`config.mk`:
```
export PLATFORM = sky130hd
export DESIGN_NAME = ilv_pair_rx
export DESIGN_NICKNAME = d
export VERILOG_FILES = /design/src/rtl/ilv_pkg.sv /design/src/rtl/ilv_rst_sync.sv /design/src/rtl/ilv_word_sorter.sv /design/src/rtl/ilv_code_conv.sv /design/src/rtl/ilv_sat_counter.sv /design/src/rtl/ilv_pair_rx.sv
export SDC_FILE = /design/constraint.sdc
export NUM_CORES = 1
export LEC_CHECK = 0
export ABC_CLOCK_PERIOD_IN_PS = 3400
export CAP_MARGIN = 20
export CORE_MARGIN = 1.5
export CORE_UTILIZATION = 50
export DETAILED_ROUTE_END_ITERATION = 8
export PLACE_DENSITY = 0.78
export SYNTH_ARGS = -nofsm -noshare
export SYNTH_HDL_FRONTEND = slang
export SYNTH_SLANG_ARGS = --single-unit
```
`constraint.sdc`:
```
create_clock -name clk -period 3.4 [get_ports clk]
set_clock_uncertainty 0.1 [all_clocks]
set_input_delay 0.68 -clock clk [delete_from_list [all_inputs] [get_ports clk]]
set_output_delay 0.68 -clock clk [all_outputs]
set_load 0.01 [all_outputs]
```
`src/rtl/ilv_pkg.sv`:
```
package ilv_pkg;

  typedef enum logic {
    CODE_OFFSET = 1'b0,
    CODE_TWOS   = 1'b1
  } code_e;

  // MSB inversion turns offset-binary into signed; two's complement is already signed
  function automatic logic need_msb_flip(code_e coding, logic signed_req);
    return signed_req && (coding == CODE_OFFSET);
  endfunction

endpackage

```
`src/rtl/ilv_rst_sync.sv`:
```
module ilv_rst_sync #(
  parameter int STAGES = 2
) (
  input  logic clk,
  input  logic rst_n,
  output logic rst_sync_n
);
  logic [STAGES-1:0] chain_q;

  always_ff @(posedge clk or negedge rst_n) begin
    if (!rst_n) chain_q <= '0;
    else        chain_q <= {chain_q[STAGES-2:0], 1'b1};
  end

  assign rst_sync_n = chain_q[STAGES-1];
endmodule

```
`src/rtl/ilv_word_sorter.sv`:
```
module ilv_word_sorter #(
  parameter int W = 10
) (
  input  logic         clk,
  input  logic         rst_n,
  input  logic         en,
  input  logic [W-1:0] word,
  input  logic         is_a,
  output logic         pair_fire,
  output logic [W-1:0] a_word,
  output logic         orphan_hit,
  output logic         order_hit
);
  logic         have_a_q, have_a_d;
  logic [W-1:0] a_hold_q, a_hold_d;
  logic         last_vld_q, last_vld_d;
  logic [W-1:0] last_word_q, last_word_d;
  logic         last_ind_q, last_ind_d;
  logic         stalled, accept;

  always_comb begin
    stalled    = last_vld_q && (word == last_word_q) && (is_a == last_ind_q);
    accept     = en && !stalled;
    order_hit  = accept && last_vld_q && (is_a == last_ind_q);
    pair_fire  = accept && !is_a && have_a_q;
    orphan_hit = accept && !is_a && !have_a_q;

    have_a_d    = have_a_q;
    a_hold_d    = a_hold_q;
    last_vld_d  = last_vld_q;
    last_word_d = last_word_q;
    last_ind_d  = last_ind_q;
    if (accept) begin
      last_vld_d  = 1'b1;
      last_word_d = word;
      last_ind_d  = is_a;
      if (is_a) begin
        have_a_d = 1'b1;
        a_hold_d = word;
      end else begin
        have_a_d = 1'b0;
      end
    end
  end

  always_ff @(posedge clk or negedge rst_n) begin
    if (!rst_n) begin
      have_a_q    <= 1'b0;
      a_hold_q    <= '0;
      last_vld_q  <= 1'b0;
      last_word_q <= '0;
      last_ind_q  <= 1'b0;
    end else begin
      have_a_q    <= have_a_d;
      a_hold_q    <= a_hold_d;
      last_vld_q  <= last_vld_d;
      last_word_q <= last_word_d;
      last_ind_q  <= last_ind_d;
    end
  end

  assign a_word = a_hold_q;
endmodule

```
`src/rtl/ilv_code_conv.sv`:
```
module ilv_code_conv #(
  parameter int W     = 10,
  parameter int LANES = 2
) (
  input  ilv_pkg::code_e       coding,
  input  logic                 signed_req,
  input  logic [LANES*W-1:0]   din,
  output logic [LANES*W-1:0]   dout
);
  logic flip;
  assign flip = ilv_pkg::need_msb_flip(coding, signed_req);

  for (genvar g = 0; g < LANES; g++) begin : g_lane
    assign dout[g*W +: W-1] = din[g*W +: W-1];
    assign dout[g*W + W-1]  = din[g*W + W-1] ^ flip;
  end
endmodule

```
`src/rtl/ilv_sat_counter.sv`:
```
module ilv_sat_counter #(
  parameter int CW = 8
) (
  input  logic          clk,
  input  logic          rst_n,
  input  logic          inc,
  output logic [CW-1:0] count
);
  localparam logic [CW-1:0] CMAX = {CW{1'b1}};
  logic [CW-1:0] cnt_q, cnt_d;

  always_comb begin
    cnt_d = cnt_q;
    if (inc && (cnt_q != CMAX)) cnt_d = cnt_q + 1'b1;
  end

  always_ff @(posedge clk or negedge rst_n) begin
    if (!rst_n) cnt_q <= '0;
    else        cnt_q <= cnt_d;
  end

  assign count = cnt_q;
endmodule

```
`src/rtl/ilv_pair_rx.sv`:
```
module ilv_pair_rx #(
  parameter int W       = 10,
  parameter int CNT_W   = 8,
  parameter int RST_STG = 2
) (
  input  logic             clk,
  input  logic             rst_n,
  input  logic             en,
  input  logic             fmt_twos,
  input  logic             want_signed,
  input  logic [W-1:0]     bus_word,
  input  logic             bus_is_a,
  output logic             pair_valid,
  output logic [W-1:0]     pair_a,
  output logic [W-1:0]     pair_b,
  output logic             seq_fault,
  output logic [CNT_W-1:0] orphan_count
);
  localparam int LANES = 2;

  logic           rst_i_n;
  logic           fire, orphan_hit, order_hit;
  logic [W-1:0]   a_word;
  logic [LANES*W-1:0] raw_pair, conv_pair;
  ilv_pkg::code_e coding;

  logic           pv_q, pv_d;
  logic [W-1:0]   pa_q, pa_d, pb_q, pb_d;
  logic           flt_q, flt_d;

  ilv_rst_sync #(.STAGES(RST_STG)) u_rst (
    .clk(clk), .rst_n(rst_n), .rst_sync_n(rst_i_n)
  );

  ilv_word_sorter #(.W(W)) u_sort (
    .clk(clk), .rst_n(rst_i_n), .en(en), .word(bus_word), .is_a(bus_is_a),
    .pair_fire(fire), .a_word(a_word), .orphan_hit(orphan_hit), .order_hit(order_hit)
  );

  assign coding   = fmt_twos ? ilv_pkg::CODE_TWOS : ilv_pkg::CODE_OFFSET;
  assign raw_pair = {bus_word, a_word};

  ilv_code_conv #(.W(W), .LANES(LANES)) u_conv (
    .coding(coding), .signed_req(want_signed), .din(raw_pair), .dout(conv_pair)
  );

  ilv_sat_counter #(.CW(CNT_W)) u_orph (
    .clk(clk), .rst_n(rst_i_n), .inc(orphan_hit), .count(orphan_count)
  );

  always_comb begin
    pv_d  = fire;
    pa_d  = pa_q;
    pb_d  = pb_q;
    flt_d = flt_q | order_hit;
    if (fire) begin
      pa_d = conv_pair[0 +: W];
      pb_d = conv_pair[W +: W];
    end
  end

  always_ff @(posedge clk or negedge rst_i_n) begin
    if (!rst_i_n) begin
      pv_q  <= 1'b0;
      pa_q  <= '0;
      pb_q  <= '0;
      flt_q <= 1'b0;
    end else begin
      pv_q  <= pv_d;
      pa_q  <= pa_d;
      pb_q  <= pb_d;
      flt_q <= flt_d;
    end
  end

  assign pair_valid = pv_q;
  assign pair_a     = pa_q;
  assign pair_b     = pb_q;
  assign seq_fault  = flt_q;
endmodule

```
After elaboration in Yosys (flattened, before gate mapping). Index checks and enable logic that the tools add are counted.

Flip-flop bits (word level): 55. Memories kept: 0. Memory bits (read-only): 0. Logic and storage cells: 35. Memory bits (writable): 0. Bits in latches: 0.

Bitwise operators: 4. Shift operators: 0. Muxes and demuxes: 2. Eq/ne operators: 3. Add/sub/neg operators: 1. Reductions and logical operators: 14. Div/mod/pow operators: 0. Multiply operators: 0. Magnitude comparators: 0.

Operator list (count): $eq 10x10->1 (1); $logic_and 1x1->1 (10); $add 8x1->8 const B (1); $ne 8x8->1 const B (1); $logic_not 1->1 (3); $mux 1 (2); $reduce_and 2->1 (1); $xor 1x1->1 (2); $eq 1x1->1 (1); $not 1->1 (1); $or 1x1->1 (1).

Longest topological paths before layout. Gate-level depths: netlist (run 1).

Word-level depth: 8. Mapped depth: 6.

Modules after synthesis. A second synthesis (run 1) with hierarchy kept.

Cell total of the unflattened synthesis: 169. Area, all modules: 2493.6 um2.

By module, submodules not included: ilv_word_sorter (cells each 66, instances 1, area each 985.9 um2); ilv_pair_rx (cells each 45, instances 1, area each 879.6 um2); ilv_sat_counter (cells each 34, instances 1, area each 407.9 um2); ilv_code_conv (cells each 21, instances 1, area each 166.4 um2); ilv_rst_sync (cells each 3, instances 1, area each 53.8 um2).

Worst setup path after synthesis (run 1). OpenSTA, ideal clock, no wires.

Path kind: input to register. Start point: in bus_is_a. End point: reg u_sort.a_hold_q[0], in the netlist u_sort.a_word[0]. Arrival: 1.973 ns. Cell stages on the path: 6. Setup slack: 1.202 ns. Buffers on the path: 1. Library setup time: 0.125 ns. Cell sequence: xnor2_1 > nand4_2 > nor3_4 > nand3b_4 > buf_12 > mux2_4.

Cells in the longest elaborated chain, start to end: 5.

Ends and longest elaborated chain: start: declaration (line ilv_pair_rx.sv:12) `input logic bus_is_a,`; $eq 1x1->1 (line ilv_word_sorter.sv:22) `stalled = last_vld_q && (word == last_word_q) && (is_a == last_ind_q);`; $logic_and 1x1->1 (line ilv_word_sorter.sv:22); $logic_not 1->1 (line ilv_word_sorter.sv:23) `accept = en && !stalled;`; $logic_and 1x1->1 (line ilv_word_sorter.sv:23); $reduce_and 2->1 (no source line) *; end signal: assignment (line ilv_word_sorter.sv:55) `a_hold_q <= a_hold_d;`; end: declaration (line ilv_word_sorter.sv:15) `logic [W-1:0] a_hold_q, a_hold_d;`.

Mark *: on every way between the ends. The rest lies on a longest branch, timed or not. A chain may end at the register's enable or synchronous reset.

Worst setup path after layout (run 1).
Start point: in bus_is_a. End point: reg u_sort.a_hold_q[9], in the netlist u_sort.a_word[9].

Same word-level chain as after synthesis.

==> results of run 1 <==
[worst max-delay path: stages]
cell             delay [ns]
clkdlybuf4s50_1        0.60
xnor2_1                0.19
nand4_2                0.20
nor3_4                 0.34
nand3b_4               0.34
mux2_2                 0.37
[layer usage]
metal | up-vias | routed length (um) | global-route usage, %
li1 | 651 | - | -
met1 | 710 | 1880 | 23.9
met2 | 38 | 2040 | 29.7
met3 | 4 | 156 | 3.56
met4 | 0 | 34 | 5.03
met5 | - | 0 | 0
[logic make-up (layout without fill, tap and decap cells)]
kind of cell	after synthesis	after routing	synth area share, %
multiplexers	42	42	21.9
AND/OR/NAND/NOR	31	31	8.50
other	1	1	0.162
flip-flops	54	54	58.5
XOR/XNOR	17	17	6.44
AO/OA/AOI/OAI	6	6	2.27
buffers and inverters	5	57	1.68
adder cells (fa/ha/maj)	1	1	0.541
[sequential cells by signal (all words and copies together) (netlist names)]
signal	count
pair_valid	1
u_sort.last_word_q	10
u_sort.last_ind_q	1
u_orph.count	8
seq_fault	1
pair_a	10
u_rst.chain_q	2
pair_b	10
u_sort.a_word	10
u_sort.last_vld_q	1
[placed cells by master (no fill, tap or decap), types with 2 or more instances in the layout]
cell type / Yosys / routed
buf_4: 0 / 2
clkbuf_1: 0 / 2
clkbuf_8: 0 / 5
clkdlybuf4s50_1: 0 / 45
dfrtp_1: 54 / 53
mux2_2: 33 / 33
mux2_4: 9 / 9
nand2_1: 10 / 10
nand2b_1: 3 / 3
nand4_1: 4 / 4
nor3_1: 3 / 3
nor4_1: 3 / 3
o21ai_0: 3 / 3
xnor2_1: 13 / 13
xor2_1: 4 / 4
[report_power, final]
group	internal (uW)	switching, uW
Sequential	772	101
Combinational	318	185
Clock	221	195
Total	1310	480
[stage by stage]
step	std cells	hold slack (ns)	power, uW	setup WS (ns)	util [%]
final	261	0.0825	1790	0.777	66.5
after global routing	261	0.118	1890	0.652	66.5
after CTS	260	0.264	1800	0.780	66.0
after detailed placement	252	0.239	1390	0.469	63.6
after global placement	252	0.240	1370	0.511	63.6
after floorplan	157	0.231	1120	1.20	-
[worst max-delay path by stage]
stage / startpoint / end / slack, ns / depth (start not counted)
floorplan: bus_is_a / u_sort.a_word[0]$_DFFE_PN0P_ / 1.20 / 6
global placement: bus_is_a / u_sort.a_word[9]$_DFFE_PN0P_ / 0.51 / 6
detailed placement: bus_is_a / u_sort.a_word[9]$_DFFE_PN0P_ / 0.47 / 6
CTS: bus_is_a / u_sort.a_word[9]$_DFFE_PN0P_ / 0.78 / 6
global route: bus_is_a / u_sort.a_word[9]$_DFFE_PN0P_ / 0.65 / 6
finish: bus_is_a / u_sort.a_word[9]$_DFFE_PN0P_ / 0.78 / 6
[area by class of cell]
| class | instances | share of cell area [%] |
|---|---|---|
| clock buffers | 7 | 2.60 |
| clock inverters | 1 | 1.02 |
| inverters | 1 | 0.128 |
| multi-input cells | 98 | 31.4 |
| flip-flops and latches | 54 | 46.1 |
| well taps | 52 | 2.22 |
| repair buffers | 48 | 16.5 |
==> metrics.yaml, run 1 <==
outcome: "finished, final reports clean"
dpl.hpwl_mm: 2.93
netlist-cell-type-count: 27
avgViaCountPerCell: 5.38
multiInputGateArea_sq_um: 921
syn_inst: 157
regArea_sq_um: 1350
grt_max_degree: 53
vias: 1403
wirelength_mm: 4.11
power_leakage_uw: 0.00126
cp_max_fo: 11
synth-edff-count: 0
wire_per_inst_um: 15.8
gp_congestion: 0.778
synthArstFlopShare_pct: 100
std_cell_rows: 24
arrival_ns: 2.71
grt_usage_pct: 17.8
clk_pin_slew_worst_paths_ns: 0.09
clock.fmax_mhz: 381
core-area_sq_um: 4410
crit_type: "input pin to flip-flop"
drv_slew: 0
yosys_register_bits: 54
synth_largest_area_cell: "dfrtp_1"
place_area_sq_um: 2810
synth-main-ff-cell: "dfrtp_1"
ir_drop_mv: 0.394
maxCapViolations: 0
crit_path_start_kind: "input pin"
grt_antenna_before_repair: 0
reg2reg_from: "u_sort.last_word_q[6]$_DFFE_PN0N_"
drcViolationCount: 0
grt-ovfl-total: 0
ff2ff_path_depth: 5
syn_nets: 174
cp_data_required_time_ns: 3.49
yosysMostFrequentCell: "dfrtp_1"
grt_pass1_wl_mm: 7.02
htreeDepth: 2
hold_violations: 0
synth_commonest_cells: "dfrtp_1, mux2_2, xnor2_1"
clock_latency_ns: 0.30
n_antenna_cell: 0
pin_count: 46
tritoncts: "done"
power.density_nw_per_um2: 610
hold_path_class: "flip-flop to asynchronous set/reset pin"
min_period_over_period_pct: 77.1
portBuffers: 45
cp-end-kind: "flip-flop"
fp.dieW_um: 71.0
final_cell_area_sq_um: 2930
setup_violations: 0
cts_buffers: 5
synthTopCellsByArea: "dfrtp_1, mux2_2, mux2_4"
die-area_sq_um: 5040
numClockSinks: 54
synth.avg_cell_area_sq_um: 14.7
post-route-min-period_ns: 2.62
layout.nets: 225
dieHeight_um: 71.0
ctsHoldBuffers: 0
fillerInstances: 319
areaGrowthSynthToFinish_pct: 27.0
cts_root_buffer: "clkbuf_8"
drive_gt1_share_pct: 27.3
rrSetupSlack_ns: 1.28
cts.path.max_buffers: 2
fin_tns_setup_ns: 0
cts_resized: 0
start_util_pct: 52.4
yosysWarnings: 0
syn-cell-area_sq_um: 2310
grt_setup_unrepaired: "false"
ys_seq_area_share_pct: 58.5
first_pass_iters: 4
synth_top_area_share_pct: 58.5
ant_nets: 0
drtIter0Drc: 78
timing.rr.end: "u_sort.a_word[9]$_DFFE_PN0P_"
cts_setup_buffers: 0
grt_pass1_vias: 1465
Note: power is estimated with default switching activity, not from simulation.
==> inputs of run 2 (changes only) <==
Settings changed: ABC_CLOCK_PERIOD_IN_PS 3400 to 2600.
Clock period 3.4 ns to 2.6 ns, I/O delays scaled along.
==> metrics.yaml, run 2 (same netlist as run 1, synthesis figures left out) <==
outcome: "finished, final reports clean"
portBuffers: 45  # unchanged
grt-ovfl-total: 0  # unchanged
areaGrowthSynthToFinish_pct: 29.8
n_antenna_cell: 0  # unchanged
cp-end-kind: "flip-flop"
maxCapViolations: 0  # unchanged
drv_slew: 0  # unchanged
htreeDepth: 2  # unchanged
hold_violations: 0  # unchanged
numClockSinks: 54  # unchanged
grt_antenna_before_repair: 0  # unchanged
grt_usage_pct: 19.4  # +1.5 points
multiInputGateArea_sq_um: 921  # unchanged
avgViaCountPerCell: 5.32  # -0.94%
start_util_pct: 52.4  # unchanged
wire_per_inst_um: 16.3  # +3.6%
postLayoutCoreUtil_pct: 67.9  # +1.5 points
cts_resized: 0  # unchanged
cts_setup_buffers: 0  # unchanged
power_leakage_uw: 0.00131  # +3.8%
gp_congestion: 0.856  # +10%
fillerInstances: 318  # -0.31%
post-route-min-period_ns: 2.23
grt_setup_unrepaired: "false"
cts_root_buffer: "clkbuf_8"
grt_max_degree: 24  # -55%
std_cell_rows: 24  # unchanged
crit_path_start_kind: "input pin"
cp_max_fo: 11  # unchanged
layout.nets: 235  # +4.4%
min_period_over_period_pct: 85.6
dieHeight_um: 71.0  # unchanged
tritoncts: "done"
setup_violations: 0  # unchanged
pin_count: 46  # unchanged
die-area_sq_um: 5040  # unchanged
arrival_ns: 2.33  # -0.38 ns
ir_drop_mv: 0.477  # +21%
clock_latency_ns: 0.32  # +0.02 ns
regArea_sq_um: 1350  # unchanged
hold_path_class: "flip-flop to asynchronous set/reset pin"
final_cell_mix: "dfrtp_1, clkdlybuf4s50_1, mux2_2"
clk_pin_slew_worst_paths_ns: 0.09  # about the same
wirelength_mm: 4.43  # +7.6%
fin_tns_setup_ns: 0  # unchanged
clock.fmax_mhz: 449
vias: 1443  # +2.9%
ctsHoldBuffers: 0  # unchanged
crit_type: "input pin to flip-flop"
cts_buffers: 5  # unchanged
drive_gt1_share_pct: 31.5  # +4.2 points
core-area_sq_um: 4410  # unchanged
drtIter0Drc: 60  # -23%
final_common_cell: "dfrtp_1"
ant_nets: 0  # unchanged
cp_data_required_time_ns: 2.70  # -0.79 ns
grt_pass1_vias: 1552  # +5.9%
power.density_nw_per_um2: 789  # +29%
cts.path.max_buffers: 2  # unchanged
fp.dieW_um: 71.0  # unchanged
drcViolationCount: 0  # unchanged
dpl.hpwl_mm: 3.31  # +13%
first_pass_iters: 4  # unchanged
grt_pass1_wl_mm: 7.48  # +6.5%
==> run 2: report_power, final <==
part           switching, uW  internal (uW)  leakage (uW)  total, uW
Sequential               128           1010      0.000640       1140
Combinational            251            424      0.000610        675
Clock                    270            284     0.0000579        554
==> run 2: metal layers <==
metal / GRT usage (%) / routed length [um] / up-vias
met5: 0 / 0 / -
met4: 6.50 / 88 / 0
met3: 5.41 / 177 / 9
met2: 31.9 / 2280 / 36
met1: 24.9 / 1880 / 731
li1: - / - / 667
==> run 2: layout make-up <==
type	count	area share, %
Sequential cell	54	45.1
Clock inverter	3	1.34
Timing Repair Buffer	58	18.3
Multi-Input combinational cell	98	30.7
Clock buffer	5	2.29
Tap cell	52	2.17
Inverter	1	0.125
==> run 2: worst paths after layout <==
kind / from / to / slack, ns / depth (start not counted)
worst max-delay path: bus_is_a / u_sort.a_word[9]$_DFFE_PN0P_ / 0.37 / 6
worst min-delay path: u_rst.chain_q[1]$_DFF_PN0_ / u_orph.count[3]$_DFFE_PN0P_ / 0.02 / 0
worst max register to register: u_sort.last_ind_q$_DFFE_PN0N_ / u_sort.a_word[9]$_DFFE_PN0P_ / 0.56 / 5
worst min register to register: u_rst.chain_q[1]$_DFF_PN0_ / u_orph.count[3]$_DFFE_PN0P_ / 0.02 / 0
max in group asynchronous: u_rst.chain_q[1]$_DFF_PN0_ / u_sort.last_word_q[0]$_DFFE_PN0N_ / 1.83 / 1
min in group clk: u_rst.chain_q[0]$_DFF_PN0_ / u_rst.chain_q[1]$_DFF_PN0_ / 0.26 / 0
==> run 2: metrics by stage <==
stage	cells	hold WS [ns]	power (uW)	area [sq um]	setup slack, ns
floorplan	157	0.124	1460	2310	0.562
finish	271	0.0210	2370	3000	0.375
global placement	263	0.0117	1800	2890	0.0945
CTS	271	0.0285	2390	3000	0.352
detailed placement	263	0.0175	1840	2890	0.0197
global route	271	0.0381	2490	3000	0.229
==> run 2: worst max-delay path, stage by stage <==
cell and delay (ns):
clkdlybuf4s50_1 0.44, xnor2_1 0.24, nand4_2 0.21, nor3_4 0.24, nand3b_4 0.30, mux2_2 0.37
